$ cat src/rtl/gpio_port_pkg.sv
package gpio_port_pkg;
    localparam int PORT_W     = 8;
    localparam int OD_PINS    = 4;
    localparam int ADDR_W     = 4;
    localparam int SYNC_DEPTH = 2;

    localparam logic [ADDR_W-1:0] OFS_LATCH = 4'h1;
    localparam logic [ADDR_W-1:0] OFS_DIR   = 4'h5;

    typedef enum logic {
        OWN_PORT   = 1'b0,
        OWN_PERIPH = 1'b1
    } pin_owner_e;
endpackage

$ cat src/rtl/port_regs.sv
module port_regs
    import gpio_port_pkg::*;
#(
    parameter int W  = PORT_W,
    parameter int AW = ADDR_W
) (
    input  logic          clk,
    input  logic          rst_n,
    input  logic [AW-1:0] bus_addr,
    input  logic          bus_we,
    input  logic [W-1:0]  bus_wdata,
    input  logic [W-1:0]  pad_sync,
    output logic [W-1:0]  latch_q,
    output logic [W-1:0]  dir_q,
    output logic [W-1:0]  bus_rdata
);
    logic hit_latch;
    logic hit_dir;

    assign hit_latch = (bus_addr == OFS_LATCH);
    assign hit_dir   = (bus_addr == OFS_DIR);

    // Output latch: deliberately outside the reset domain
    always_ff @(posedge clk) begin
        if (bus_we && hit_latch) begin
            latch_q <= bus_wdata;
        end
    end

    always_ff @(posedge clk or negedge rst_n) begin
        if (!rst_n) begin
            dir_q <= '0;
        end else if (bus_we && hit_dir) begin
            dir_q <= bus_wdata;
        end
    end

    always_comb begin
        bus_rdata = '0;
        if (hit_latch) begin
            bus_rdata = (latch_q & dir_q) | (pad_sync & ~dir_q);
        end else if (hit_dir) begin
            bus_rdata = dir_q;
        end
    end
endmodule

$ cat src/rtl/pad_sync.sv
module pad_sync
    import gpio_port_pkg::*;
#(
    parameter int W     = PORT_W,
    parameter int DEPTH = SYNC_DEPTH
) (
    input  logic         clk,
    input  logic         rst_n,
    input  logic [W-1:0] pad_in,
    output logic [W-1:0] pad_sync
);
    logic [W-1:0] stage [DEPTH];

    always_ff @(posedge clk or negedge rst_n) begin
        if (!rst_n) begin
            for (int i = 0; i < DEPTH; i++) begin
                stage[i] <= '0;
            end
        end else begin
            stage[0] <= pad_in;
            for (int i = 1; i < DEPTH; i++) begin
                stage[i] <= stage[i-1];
            end
        end
    end

    assign pad_sync = stage[DEPTH-1];
endmodule

$ cat src/rtl/pin_drive.sv
module pin_drive
    import gpio_port_pkg::*;
#(
    parameter bit OPEN_DRAIN = 1'b0
) (
    input  logic port_dir,
    input  logic port_val,
    input  logic per_en,
    input  logic per_oe,
    input  logic per_val,
    output logic pad_oe,
    output logic pad_out
);
    pin_owner_e owner;
    logic       drv_en;
    logic       drv_val;

    assign owner = per_en ? OWN_PERIPH : OWN_PORT;

    always_comb begin
        unique case (owner)
            OWN_PORT: begin
                drv_en  = port_dir;
                drv_val = port_val;
            end
            OWN_PERIPH: begin
                drv_en  = per_oe;
                drv_val = per_val;
            end
            default: begin
                drv_en  = 1'b0;
                drv_val = 1'b0;
            end
        endcase
    end

    generate
        if (OPEN_DRAIN) begin : g_od
            assign pad_oe  = drv_en & ~drv_val;
            assign pad_out = 1'b0;
        end else begin : g_pp
            assign pad_oe  = drv_en;
            assign pad_out = drv_en & drv_val;
        end
    endgenerate
endmodule

$ cat src/rtl/gpio_shared_port.sv
module gpio_shared_port
    import gpio_port_pkg::*;
(
    input  logic              clk,
    input  logic              rst_n,
    input  logic [ADDR_W-1:0] bus_addr,
    input  logic              bus_we,
    input  logic [PORT_W-1:0] bus_wdata,
    output logic [PORT_W-1:0] bus_rdata,
    input  logic [PORT_W-1:0] pad_in,
    output logic [PORT_W-1:0] pad_oe,
    output logic [PORT_W-1:0] pad_out,
    input  logic              twi_en,
    input  logic              twi_sda_oe,
    input  logic              twi_sda_o,
    input  logic              twi_scl_oe,
    input  logic              twi_scl_o,
    output logic              twi_sda_i,
    output logic              twi_scl_i,
    input  logic              uart_tx_en,
    input  logic              uart_tx_o,
    input  logic              uart_rx_en,
    output logic              uart_rx_i,
    input  logic [3:0]        tmr_en,
    input  logic [3:0]        tmr_oe,
    input  logic [3:0]        tmr_o,
    output logic [3:0]        tmr_i
);
    localparam int PIN_SDA = 0;
    localparam int PIN_SCL = 1;
    localparam int PIN_TX  = 2;
    localparam int PIN_RX  = 3;
    localparam int PIN_TMR = 4;

    logic [PORT_W-1:0] latch_q;
    logic [PORT_W-1:0] dir_q;
    logic [PORT_W-1:0] sync_q;
    logic [PORT_W-1:0] per_en;
    logic [PORT_W-1:0] per_oe;
    logic [PORT_W-1:0] per_val;

    port_regs #(.W(PORT_W), .AW(ADDR_W)) u_regs (
        .clk       (clk),
        .rst_n     (rst_n),
        .bus_addr  (bus_addr),
        .bus_we    (bus_we),
        .bus_wdata (bus_wdata),
        .pad_sync  (sync_q),
        .latch_q   (latch_q),
        .dir_q     (dir_q),
        .bus_rdata (bus_rdata)
    );

    pad_sync #(.W(PORT_W), .DEPTH(SYNC_DEPTH)) u_sync (
        .clk      (clk),
        .rst_n    (rst_n),
        .pad_in   (pad_in),
        .pad_sync (sync_q)
    );

    // Peripheral drive vectors, one bit per pin
    always_comb begin
        per_en  = '0;
        per_oe  = '0;
        per_val = '0;
        per_en[PIN_SDA]  = twi_en;
        per_oe[PIN_SDA]  = twi_sda_oe;
        per_val[PIN_SDA] = twi_sda_o;
        per_en[PIN_SCL]  = twi_en;
        per_oe[PIN_SCL]  = twi_scl_oe;
        per_val[PIN_SCL] = twi_scl_o;
        per_en[PIN_TX]   = uart_tx_en;
        per_oe[PIN_TX]   = 1'b1;
        per_val[PIN_TX]  = uart_tx_o;
        per_en[PIN_RX]   = uart_rx_en;
        per_oe[PIN_RX]   = 1'b0;
        per_val[PIN_RX]  = 1'b1;
        for (int k = 0; k < 4; k++) begin
            per_en[PIN_TMR+k]  = tmr_en[k];
            per_oe[PIN_TMR+k]  = tmr_oe[k];
            per_val[PIN_TMR+k] = tmr_o[k];
        end
    end

    generate
        for (genvar p = 0; p < PORT_W; p++) begin : g_pin
            pin_drive #(.OPEN_DRAIN(p < OD_PINS)) u_drv (
                .port_dir (dir_q[p]),
                .port_val (latch_q[p]),
                .per_en   (per_en[p]),
                .per_oe   (per_oe[p]),
                .per_val  (per_val[p]),
                .pad_oe   (pad_oe[p]),
                .pad_out  (pad_out[p])
            );
        end
    endgenerate

    assign twi_sda_i = sync_q[PIN_SDA];
    assign twi_scl_i = sync_q[PIN_SCL];
    assign uart_rx_i = sync_q[PIN_RX];
    assign tmr_i     = sync_q[PIN_TMR +: 4];
endmodule

$ cat config.mk
export PLATFORM = sky130hd
export DESIGN_NAME = gpio_shared_port
export DESIGN_NICKNAME = d
export VERILOG_FILES = /design/src/rtl/gpio_port_pkg.sv /design/src/rtl/port_regs.sv /design/src/rtl/pad_sync.sv /design/src/rtl/pin_drive.sv /design/src/rtl/gpio_shared_port.sv
export SDC_FILE = /design/constraint.sdc
export NUM_CORES = 1
export LEC_CHECK = 0
export BUFFER_PORTS_ARGS = -buffer_cell sky130_fd_sc_hd__buf_2
export CORE_MARGIN = 1.5
export CORE_UTILIZATION = 40
export DETAILED_ROUTE_END_ITERATION = 6
export PLACE_DENSITY_LB_ADDON = 0.3
export REMOVE_ABC_BUFFERS = 1
export SYNTH_ARGS = -nofsm -noshare
export SYNTH_HDL_FRONTEND = slang
export SYNTH_SLANG_ARGS = --single-unit
$ cat constraint.sdc
create_clock -name clk -period 1.05 [get_ports clk]
set_input_delay 0.21 -clock clk [delete_from_list [all_inputs] [get_ports clk]]
set_output_delay 0.21 -clock clk [all_outputs]
set_load 0.01 [all_outputs]
Yosys cells after proc, flatten, opt, wreduce, memory -nomap -nowiden:

Index checks and enable logic that the tools add are counted.

* bits in registers: 32
* latch bits: 0
* memory bits (writable): 0
* ROM bits: 0
* bits of input ports: 43
* output and inout port bits: 31
* logic and storage cells: 56
* memories kept: 0

* $add $sub $neg: 0
* $mul: 0
* divide/modulo/power cells: 0
* $lt $le $gt $ge: 0
* eq/ne operators: 2
* shift-type cells: 0
* multiplexer cells: 25
* bitwise logic cells: 23
* reductions and logical operators: 2

Operators by type and width (count)
* case mux 1 bit (2 select lines): 16
* bitwise AND 8 bit: 2
* two-way mux 8 bit: 2
* NOT 1 bit: 11
* bitwise AND 1 bit: 8
* NOT 8 bit: 1
* bitwise OR 8 bit: 1
* two-way mux 1 bit: 7
* equality test 4 x 1 -> 1 bit, second input constant: 1
* equality test 4 x 3 -> 1 bit, second input constant: 1
* logical AND 1 bit: 2

Depth between registers and ports, before layout:

Gate-level depths: netlist of the first run.

* word-level depth: 5
* gate-level depth with buffers: 5
* mapped depth without buffers: 3

Modules after synthesis:

From an unflattened synthesis of the first run, not the netlist that was laid out.

* cells, all modules: 117
* area, all modules: 1457.6 sq um

By module, submodules not included
* port_regs: times used 1, cells an instance 55, area an instance 734.5 sq um, seq. area each 440.4 sq um
* pad_sync: times used 1, cells an instance 24, area an instance 460.4 sq um, seq. area each 400.4 sq um
* pin_drive (g_pin[0].u_drv ...): times used 4, cells an instance 5, area an instance 35.0 sq um, seq. area each 0.0 sq um
* pin_drive (g_pin[4].u_drv ...): times used 4, cells an instance 4, area an instance 28.8 sq um, seq. area each 0.0 sq um
* gpio_shared_port: times used 1, cells an instance 2, area an instance 7.5 sq um, seq. area each 0.0 sq um

Worst setup path after synthesis of the first run:

Ideal clock, no wire load.

* path kind: input to register
* start point: in bus_addr[1]
* end point: reg u_regs.latch_q[0], enable pin
* library setup time: 0.385 ns
* arrival time: 1.420 ns
* required time: 0.665 ns
* slack: -0.756 ns
* stages on the path: 3
* cells stage by stage: or3b_1 buf_6 nor3b_1

* word-level cells in the longest chain between the ends: 2

RTL lines
* start, declared: RTL line gpio_shared_port.sv:6 `input logic [ADDR_W-1:0] bus_addr,`
* equality test 4 x 1 -> 1 bit: RTL line port_regs.sv:20 `assign hit_latch = (bus_addr == OFS_LATCH);`
* logical AND 1 bit: RTL line port_regs.sv:25 `if (bus_we && hit_latch) begin`
* end signal, assigned: RTL line port_regs.sv:26 `latch_q <= bus_wdata;`
* end, declared: RTL line port_regs.sv:13 `output logic [W-1:0] latch_q,`

Every way passes these cells.
A chain may end at the register's enable or synchronous reset.

Worst setup path after layout of the first run:

* start point: reg u_regs.dir_q[6]
* end point: out pad_out[6]

* word-level cells in the longest chain between the ends: 2

RTL lines
* start, declared: RTL line port_regs.sv:14 `output logic [W-1:0] dir_q,`
* start signal, assigned: RTL line port_regs.sv:34 `dir_q <= bus_wdata;`
* case mux 1 bit (2 select lines): RTL line pin_drive.sv:21 `unique case (owner)`
* bitwise AND 1 bit: RTL line pin_drive.sv:43 `assign pad_out = drv_en & drv_val;`
* end, declared: RTL line gpio_shared_port.sv:12 `output logic [PORT_W-1:0] pad_out,`

Every way passes these cells.

==> flow_metrics.py, run 1 <==
metrics = {
    "synthesis": {
        "synth_compound_area_share_pct": 6.68,
        "synthMuxAreaShare_pct": 13.0,
        "synth.distinct_cells": 20,
        "synth_area_per_cell_sq_um": 12.5,
        "synth_seq_area_share_pct": 57.6,
        "netlist_area_sq_mm": 0.00146,
        "synth_top_family_by_area": "multiplexers",
        "synthXorXnorAreaFrac_pct": 0,
        "ys_warn_count": 0,
        "ys_ff_latch": 32,
        "yosys.area_share.simple_pct": 10.4,
        "synthCells": 117,
        "synth-adder-area-share_pct": 0,
    },
    "placement": {
        "portBuffers": 69,
        "placed_cell_area_sq_mm": 0.00181,
        "hpwlAfterDp_mm": 2.32,
        "gp_congestion": 0.717,
        "place_ws_ns": -0.489,
        "numPlacedInstances": 224,
    },
    "routing": {
        "highest_layer": "met4",
        "drtAntennaViolNets": 0,
        "drc": 0,
        "drt-total-wl_mm": 3.49,
        "drt-vias-per-instance": 4.75,
        "num_vias": 1192,
        "first_iter_violations": 17,
        "wire_per_inst_um": 13.9,
        "drt-met1-wl_mm": 1.32,
        "drt_first_pass_iters": 2,
        "routed-wl-met2_mm": 1.88,
        "wl_met3_um": 234,
    },
    "pwr": {
        "irDropWorstVdd_mv": 0.871,
        "seq_power_share_pct": 47.4,
        "pwr-share-comb_pct": 29.2,
        "switching_power_uw": 802,
        "swShare_pct": 26.0,
        "p_per_area_mw_per_mm2": 1370,
        "clockPowerShare_pct": 23.4,
        "p_leak_nw": 1.10,
        "power.internal_mw": 2.29,
        "p_total_mw": 3.09,
    },
    "clocking": {
        "tritoncts": "built",
        "clk_latency_ns": 0.33,
        "clk_pin_slew_worst_paths_ns": 0.10,
        "clock_sinks": 32,
        "clk_path_buf_depth": 2,
        "htree_levels": 2,
        "cts_buffers": 5,
        "root_buffer": "clkbuf_4",
    },
    "sta": {
        "hold_violations": 0,
        "setup_tns_ns": -10.59,
        "fmax_mhz": 626,
        "fin_crit_sh_pct": 152,
        "drv_slew": 0,
        "clock_skew_ns": 0.00591,
        "rsz0062_at_grt": "yes",
        "fin_hold_ws_ns": 0.0593,
        "setup_ws_ns": -0.547,
        "setup_violations": 43,
        "fin_crit_ns": 1.60,
    },
    "setup_path": {
        "timing.rr.end": "u_regs.dir_q[2]",
        "criticalPathCategory": "flip-flop to output pin",
        "slowest_delay_ns": 0.40,
        "slowest_stage": "dfrtp_1",
        "worstPathRequired_ns": 0.84,
        "cp.arrival_ns": 1.39,
        "r2r_slack_ns": -0.02,
        "worst-path-max-fanout": 2,
        "rr_worst_depth": 3,
        "r2r_start": "u_regs.dir_q[2]",
        "endpoint_kind": "output pin",
        "cp-start-kind": "flip-flop",
        "path_cells": "buf_6 -> mux2_4 -> and2_1 -> buf_2",
        "critPathTopFamily": "flip-flops",
        "path_buf_inv": 2,
    },
    "die": {
        "die_y_um": 63.4,
        "dieArea_sq_mm": 0.00402,
        "ioPinCount": 74,
        "num_rows": 21,
        "core_sq_mm": 0.00342,
        "start_util_pct": 42.7,
        "fp.dieW_um": 63.4,
    },
    "final_layout": {
        "drive_above_1_share_pct": 64.9,
        "fin_cells": 251,
        "fin_area_sq_mm": 0.00225,
        "area_growth_pct": 53.8,
        "n_antenna_cell": 0,
        "post-route-util_pct": 65.8,
        "num-nets-final": 247,
    },
    "worst_hold_path": {
        "hp-class": "input pin to flip-flop",
        "hold_path_end": "u_regs.latch_q[6]",
        "min-delay-start": "bus_wdata[6]",
        "whs_path_depth": 1,
    },
    "job": {
        "cap_violations": 0,
    },
    "grt": {
        "antenna_found_initial": 0,
        "grt_first_pass_wirelength_mm": 5.47,
        "grt_use_total_pct": 18.3,
        "grt_pass1_vias": 1234,
        "overflow": 0,
        "grt_start_max_net_pins": 14,
    },
    "run_status": {
        "violations": "negative setup slack",
        "status": "finished, violations left",
    },
}
[sequential cells by signal, indices dropped and copies added, names as in the netlist]
| name | cells |
|---|---|
| u_sync.stage | 8 |
| u_regs.latch_q | 8 |
| u_sync.pad_sync | 8 |
| u_regs.dir_q | 8 |
[worst max path at each step]
stage | slack (ns) | cells after the start | end | from
6_report | -0.55 | 4 | pad_out[6] | u_regs.dir_q[6]
5_1_grt | -0.61 | 4 | pad_out[4] | u_regs.dir_q[4]
4_1_cts | -0.56 | 4 | pad_out[5] | u_regs.dir_q[5]
3_5_place_dp | -0.49 | 4 | u_regs.dir_q[0] | bus_addr[1]
3_3_place_gp | -0.47 | 4 | u_regs.dir_q[0] | bus_addr[1]
2_1_floorplan | -0.83 | 2 | u_regs.latch_q[0] | bus_addr[1]
[Yosys cell counts]
library cell,number,area (sq um)
a21oi_1,8,40.0
and2_1,4,25.0
buf_4,20,150
buf_6,1,11.3
clkbuf_1,2,7.51
conb_1,1,3.75
dfrtp_1,24,601
edfxtp_1,8,240
inv_1,2,7.51
mux2_2,16,180
mux2i_1,1,10.0
nand2_1,7,26.3
nand2b_1,1,6.26
nor2_1,4,15.0
nor2_8,1,20.0
nor3b_1,2,15.0
o21ai_0,8,40.0
o32ai_1,2,17.5
or3b_1,1,8.76
or3b_2,4,35.0
[kinds of logic after synthesis]
logic type	count (synthesis)
AND/OR/NAND/NOR	24
other	1
flip-flops	32
multiplexers	17
AO/OA/AOI/OAI	18
buffers and inverters	25
[timing repair]
| item | in CTS | in global routing |
|---|---|---|
| hold endpoints to repair | 20 | 0 |
| gates resized for setup | 36 | 16 |
| setup endpoints to repair | 43 | 43 |
| buffers inserted | 7 | 6 |
| hold buffers | 9 | 0 |
| pin swaps | 25 | 4 |
[worst reg2reg max path, stage by stage, from the launching register on]
cell     delay, ns
dfrtp_1       0.44
buf_4         0.15
buf_4         0.12
mux2_4        0.26
[layout by cell type (no fill, tap or decap), drive strengths merged]
| cell | instances |
|---|---|
| o32ai | 2 |
| inv | 2 |
| conb | 4 |
| a21oi | 8 |
| clkbuf | 8 |
| nand2 | 7 |
| mux2i | 1 |
| edfxtp | 8 |
| or3b | 5 |
| nor3b | 2 |
| nand2b | 1 |
| and2 | 4 |
| mux2 | 16 |
| dfrtp | 24 |
| buf | 91 |
| dlygate4sd3 | 9 |
| nor2 | 5 |
| o21ai | 8 |
[cell type report]
| type | count | area [sq um] |
|---|---|---|
| sequential | 32 | 841 |
| tap | 46 | 57.6 |
| multi-input combinational | 63 | 574 |
| timing repair buffer | 100 | 707 |
| inverter | 2 | 7.51 |
| clock buffer | 8 | 58.8 |
| fill | 274 | 1170 |
[metal layers]
layer / track usage (%) / up-vias
met3: 7.32 / 8
met1: 19.0 / 581
met5: 0 / -
li1: - / 553
met2: 32.0 / 50
met4: 8.42 / 0
[power groups by stage]
| stage | Sequential (mW) | Clock (mW) | Combinational (mW) |
|---|---|---|---|
| final | 1.46 | 0.721 | 0.902 |
| after global routing | 1.48 | 0.793 | 0.978 |
| after CTS | 1.46 | 0.744 | 0.771 |
| after detailed placement | 1.47 | 0 | 0.563 |
| after global placement | 1.47 | 0 | 0.544 |
| after floorplan | 1.47 | 0 | 0.255 |
Power figures use the tool's default switching activity.
==> run 2, diff against run 1 <==
- CTS_CLUSTER_DIAMETER: unset -> 150
- PLACE_DENSITY: unset -> 0.74
- PLACE_DENSITY_LB_ADDON: 0.3 -> unset
- SKIP_CTS_REPAIR_TIMING: unset -> 1
==> run 2 against run 1 <==
The run still ends with negative setup slack left. Design area down 2.4%. Count of clock-buffer cells in the layout down 1. Power down 3.2%. Via count down 3.0%. Clock power down 6.7%. Register-to-register slack better by 0.06 ns. Combinational power down 6.9%. Routed wire length up 0.14%. Hold slack better by 0.0070 ns. Critical path depth unchanged. Global-route usage down 1.8 points. Critical endpoint is now pad_out[7]. Largest cell class unchanged. Largest power group unchanged.
==> flow_metrics.py, run 2 (same netlist as run 1, synthesis figures left out) <==
metrics = {
    "run_status": {
        "status": "finished, violations left",
        "violations": "negative setup slack",
    },
    "sta": {
        "rsz0062_at_grt": "yes",
        "fin_crit_sh_pct": 152,
        "setup_tns_ns": -9.80,
        "drv_slew": 0,
        "setup_violations": 35,
        "setup_ws_ns": -0.549,
        "clock_skew_ns": 0.0109,
        "fin_crit_ns": 1.60,
        "hold_violations": 0,
        "fmax_mhz": 625,
        "timing.slew.headroom_pct": 63.7,
        "worstMarginPinSlew_ns": 0.544,
    },
    "pwr": {
        "p_per_area_mw_per_mm2": 1360,
        "irDropWorstVdd_mv": 0.774,
        "p_leak_nw": 1.05,
    },
    "die": {
        "fp.dieW_um": 63.4,
        "start_util_pct": 42.7,
        "num_rows": 21,
        "dieArea_sq_mm": 0.00402,
        "ioPinCount": 74,
        "die_y_um": 63.4,
        "core_sq_mm": 0.00342,
    },
    "clocking": {
        "clk_latency_ns": 0.33,
        "clk_path_buf_depth": 2,
        "clock_sinks": 32,
        "root_buffer": "clkbuf_4",
        "htree_levels": 2,
        "tritoncts": "built",
        "cts_buffers": 5,
        "clk_pin_slew_worst_paths_ns": 0.10,
    },
    "routing": {
        "num_vias": 1156,
        "drt-vias-per-instance": 4.76,
        "drt-total-wl_mm": 3.50,
        "drtAntennaViolNets": 0,
        "drc": 0,
        "wire_per_inst_um": 14.4,
        "first_iter_violations": 11,
        "drt_first_pass_iters": 4,
    },
    "placement": {
        "gp_congestion": 0.686,
        "place_ws_ns": -0.474,
        "hpwlAfterDp_mm": 2.32,
        "portBuffers": 69,
    },
    "worst_hold_path": {
        "hp-class": "input pin to flip-flop",
        "hold_path_end": "u_regs.latch_q[1]",
        "min-delay-start": "bus_wdata[1]",
        "whs_path_depth": 1,
    },
    "final_layout": {
        "drive_above_1_share_pct": 66.0,
        "fill_cells": 261,
        "area_growth_pct": 50.1,
        "multi_input_area_sq_um": 584,
        "num-nets-final": 239,
        "final_common_cell": "buf_2",
        "n_antenna_cell": 0,
        "register_area_sq_um": 842,
        "layout_common_cells": "buf_2, dfrtp_1, buf_6, mux2_4, dlygate4sd3_1",
    },
    "setup_path": {
        "rr_worst_depth": 3,
        "worst-path-max-fanout": 3,
        "r2r_slack_ns": 0.04,
        "criticalPathCategory": "flip-flop to output pin",
        "cp.arrival_ns": 1.39,
        "timing.rr.end": "u_regs.dir_q[4]",
        "r2r_start": "u_regs.dir_q[4]",
        "endpoint_kind": "output pin",
        "worstPathRequired_ns": 0.84,
        "cp-start-kind": "flip-flop",
    },
    "grt": {
        "grt_start_max_net_pins": 25,
        "grt_pass1_vias": 1136,
        "grt_use_total_pct": 16.5,
        "overflow": 0,
        "antenna_found_initial": 0,
        "grt_first_pass_wirelength_mm": 4.98,
    },
    "job": {
        "cap_violations": 0,
    },
}
-- run 2: metal layers --
layer / global-route usage, % / part of all wire, % / wire, um / vias to the layer above
li1: - / - / - / 535
met1: 18.9 / 37 / 1280 / 557
met2: 28.2 / 55 / 1910 / 55
met3: 6.61 / 6.2 / 216 / 9
met4: 4.89 / 2.4 / 83 / 0
met5: 0 / 0 / 0 / -
-- run 2: stage by stage --
step	hold WS (ns)	power, mW	utilization (%)	cells	cell area, sq um
6_report	0.0664	2.99	64.2	243	2190
5_1_grt	0.0408	3.15	64.2	243	2190
4_1_cts	-0.145	2.70	53.6	230	1830
3_5_place_dp	0.228	2.03	52.1	222	1780
3_3_place_gp	0.212	2.00	52.1	222	1780
2_1_floorplan	-0.0856	1.73	-	97	1300
-- run 2: worst max-delay path, stage by stage, from the launching register on --
cell and delay (ns):
dfrtp_1 0.41, buf_6 0.13, mux2_2 0.27, and2_1 0.14, buf_2 0.13
-- run 2: area by class of cell --
cell class / count / area share, %
Clock buffer: 7 / 2.05
Timing Repair Buffer: 92 / 29.7
Inverter: 2 / 0.342
Tap cell: 46 / 2.63
Sequential cell: 32 / 38.4
Clock inverter: 1 / 0.228
Multi-Input combinational cell: 63 / 26.7
-- run 2: how the worst max path moves through the flow --
| stage | from | end | slack, ns |
|---|---|---|---|
| floorplan | bus_addr[1] | u_regs.latch_q[0] | -0.83 |
| global placement | bus_addr[1] | u_regs.latch_q[6] | -0.45 |
| detailed placement | bus_addr[1] | bus_rdata[1] | -0.47 |
| CTS | u_regs.dir_q[5] | bus_rdata[5] | -0.64 |
| global route | u_regs.dir_q[6] | bus_rdata[6] | -0.61 |
| finish | u_regs.dir_q[7] | pad_out[7] | -0.55 |
-- run 2: report_power, final --
group / internal, mW / switching, mW
combinational: 0.526 / 0.314
sequential: 1.39 / 0.0905
clock: 0.261 / 0.412
==> run 3, diff against run 2 <==
- CORE_MARGIN: 1.5 -> 2
- REMOVE_ABC_BUFFERS: 1 -> unset
==> run 3 against run 2 <==
The run still ends with negative setup slack left. Sequential cell count did not move. Via count fell by 2.1%. Global-route usage barely moved. Sequential share of layout area rose by 0.50 points. Largest power group unchanged.
==> flow_metrics.py, run 3 (same netlist as run 1, synthesis figures left out) <==
metrics = {
    "setup_path": {
        "path_cells": "or3b_4 -> a21oi_2 -> buf_2",
        "worst-path-max-fanout": 2,
        "slowest_delay_ns": 0.41,
        "timing.rr.end": "u_regs.dir_q[2]",
        "r2r_start": "u_regs.dir_q[2]",
        "criticalPathCategory": "flip-flop to output pin",
        "rr_worst_depth": 3,
        "cp.arrival_ns": 1.39,
        "cp-start-kind": "flip-flop",
        "worstPathRequired_ns": 0.84,
        "slowest_stage": "dfrtp_1",
        "endpoint_kind": "output pin",
        "r2r_slack_ns": 0.03,
    },
    "final_layout": {
        "fin_area_sq_mm": 0.00216,
        "num-nets-final": 239,
        "n_antenna_cell": 0,
        "fin_cells": 243,
        "layout_common_cells": "buf_2, dfrtp_1, buf_6, mux2_4, dlygate4sd3_1",
        "post-route-util_pct": 63.3,
        "area_growth_pct": 48.0,
        "final_common_cell": "buf_2",
        "drive_above_1_share_pct": 65.0,
    },
    "pwr": {
        "irDropWorstVdd_mv": 0.747,
        "seq_power_share_pct": 49.1,
        "p_total_mw": 2.99,
        "p_per_area_mw_per_mm2": 1380,
        "clockPowerShare_pct": 22.0,
        "swShare_pct": 26.9,
        "power.internal_mw": 2.19,
        "pwr-share-comb_pct": 28.9,
        "p_leak_nw": 1.05,
        "switching_power_uw": 803,
    },
    "clocking": {
        "clock_sinks": 32,
        "htree_levels": 2,
        "clk_path_buf_depth": 2,
        "cts_buffers": 5,
        "root_buffer": "clkbuf_4",
        "tritoncts": "built",
        "clk_pin_slew_worst_paths_ns": 0.10,
        "clk_latency_ns": 0.33,
    },
    "sta": {
        "worstMarginPinSlew_ns": 0.524,
        "rsz0062_at_grt": "yes",
        "fin_crit_ns": 1.60,
        "fin_crit_sh_pct": 153,
        "hold_violations": 0,
        "setup_ws_ns": -0.553,
        "timing.slew.headroom_pct": 65.1,
        "setup_violations": 42,
        "clock_skew_ns": 0.00757,
        "drv_slew": 0,
        "fmax_mhz": 624,
    },
    "routing": {
        "num_vias": 1132,
        "drt-vias-per-instance": 4.66,
        "drc": 0,
        "first_iter_violations": 60,
        "drt-total-wl_mm": 3.40,
        "drt_first_pass_iters": 4,
        "drtAntennaViolNets": 0,
        "wire_per_inst_um": 14.0,
    },
    "worst_hold_path": {
        "hold_path_end": "u_regs.latch_q[2]",
        "hp-class": "input pin to flip-flop",
        "whs_path_depth": 1,
        "min-delay-start": "bus_wdata[2]",
    },
    "placement": {
        "hpwlAfterDp_mm": 2.37,
        "gp_congestion": 0.707,
        "portBuffers": 69,
        "placed_cell_area_sq_mm": 0.00184,
        "numPlacedInstances": 221,
        "place_ws_ns": -0.539,
    },
    "die": {
        "ioPinCount": 74,
        "start_util_pct": 42.7,
        "dieArea_sq_mm": 0.00415,
        "die_y_um": 64.4,
        "fp.dieW_um": 64.4,
        "core_sq_mm": 0.00342,
        "num_rows": 21,
    },
    "grt": {
        "grt_start_max_net_pins": 25,
        "grt_pass1_vias": 1104,
        "antenna_found_initial": 0,
        "overflow": 0,
        "grt_first_pass_wirelength_mm": 5.01,
        "grt_use_total_pct": 16.5,
    },
    "job": {
        "cap_violations": 0,
    },
    "run_status": {
        "status": "finished, violations left",
        "violations": "negative setup slack",
    },
}
## run 3: worst max path at each step
stage / slack, ns / depth (start not counted) / from / to
global placement: -0.49 / 5 / bus_addr[1] / bus_rdata[4]
finish: -0.55 / 3 / u_regs.dir_q[4] / bus_rdata[4]
detailed placement: -0.54 / 5 / bus_addr[1] / bus_rdata[4]
CTS: -0.66 / 3 / u_regs.dir_q[4] / bus_rdata[4]
global route: -0.61 / 3 / u_regs.dir_q[4] / bus_rdata[4]
floorplan: -0.36 / 3 / bus_addr[1] / u_regs.latch_q[0]
## run 3: metrics by stage
| step | hold WS (ns) | setup TNS (ns) |
|---|---|---|
| floorplan | -0.0856 | -6.66 |
| global placement | 0.209 | -11.93 |
| detailed placement | 0.228 | -13.00 |
| global route | 0.0407 | -10.78 |
| finish | 0.0580 | -9.00 |
| CTS | -0.143 | -12.14 |
## run 3: area by class of cell
| type | instances | area (sq um) |
|---|---|---|
| Clock buffer | 7 | 45.0 |
| Tap cell | 46 | 57.6 |
| Sequential cell | 32 | 841 |
| Inverter | 2 | 7.51 |
| Multi-Input combinational cell | 63 | 584 |
| Fill cell | 275 | 1250 |
| Timing Repair Buffer | 92 | 622 |
| Clock inverter | 1 | 3.75 |
## run 3: per-layer routing
layer	routed length [um]	share of wire, %	global-route usage (%)
met1	1320	39	18.9
met2	1790	53	27.3
met3	203	6.0	5.73
met4	90	2.6	8.24
met5	0	0	0
## run 3: worst max-delay path: cells and delay by family, from the launching register on
kind	cells	cell delay, ns
buffers and inverters	1	0.14
AND/OR/NAND/NOR	1	0.38
flip-flops	1	0.41
AO/OA/AOI/OAI	1	0.14
## run 3: power groups by stage
stage / Sequential [mW] / Combinational [mW] / Clock [mW]
global placement: 1.47 / 0.617 / 0
finish: 1.47 / 0.863 / 0.658
floorplan: 1.47 / 0.448 / 0
CTS: 1.45 / 0.640 / 0.663
global route: 1.49 / 0.934 / 0.726
detailed placement: 1.47 / 0.641 / 0
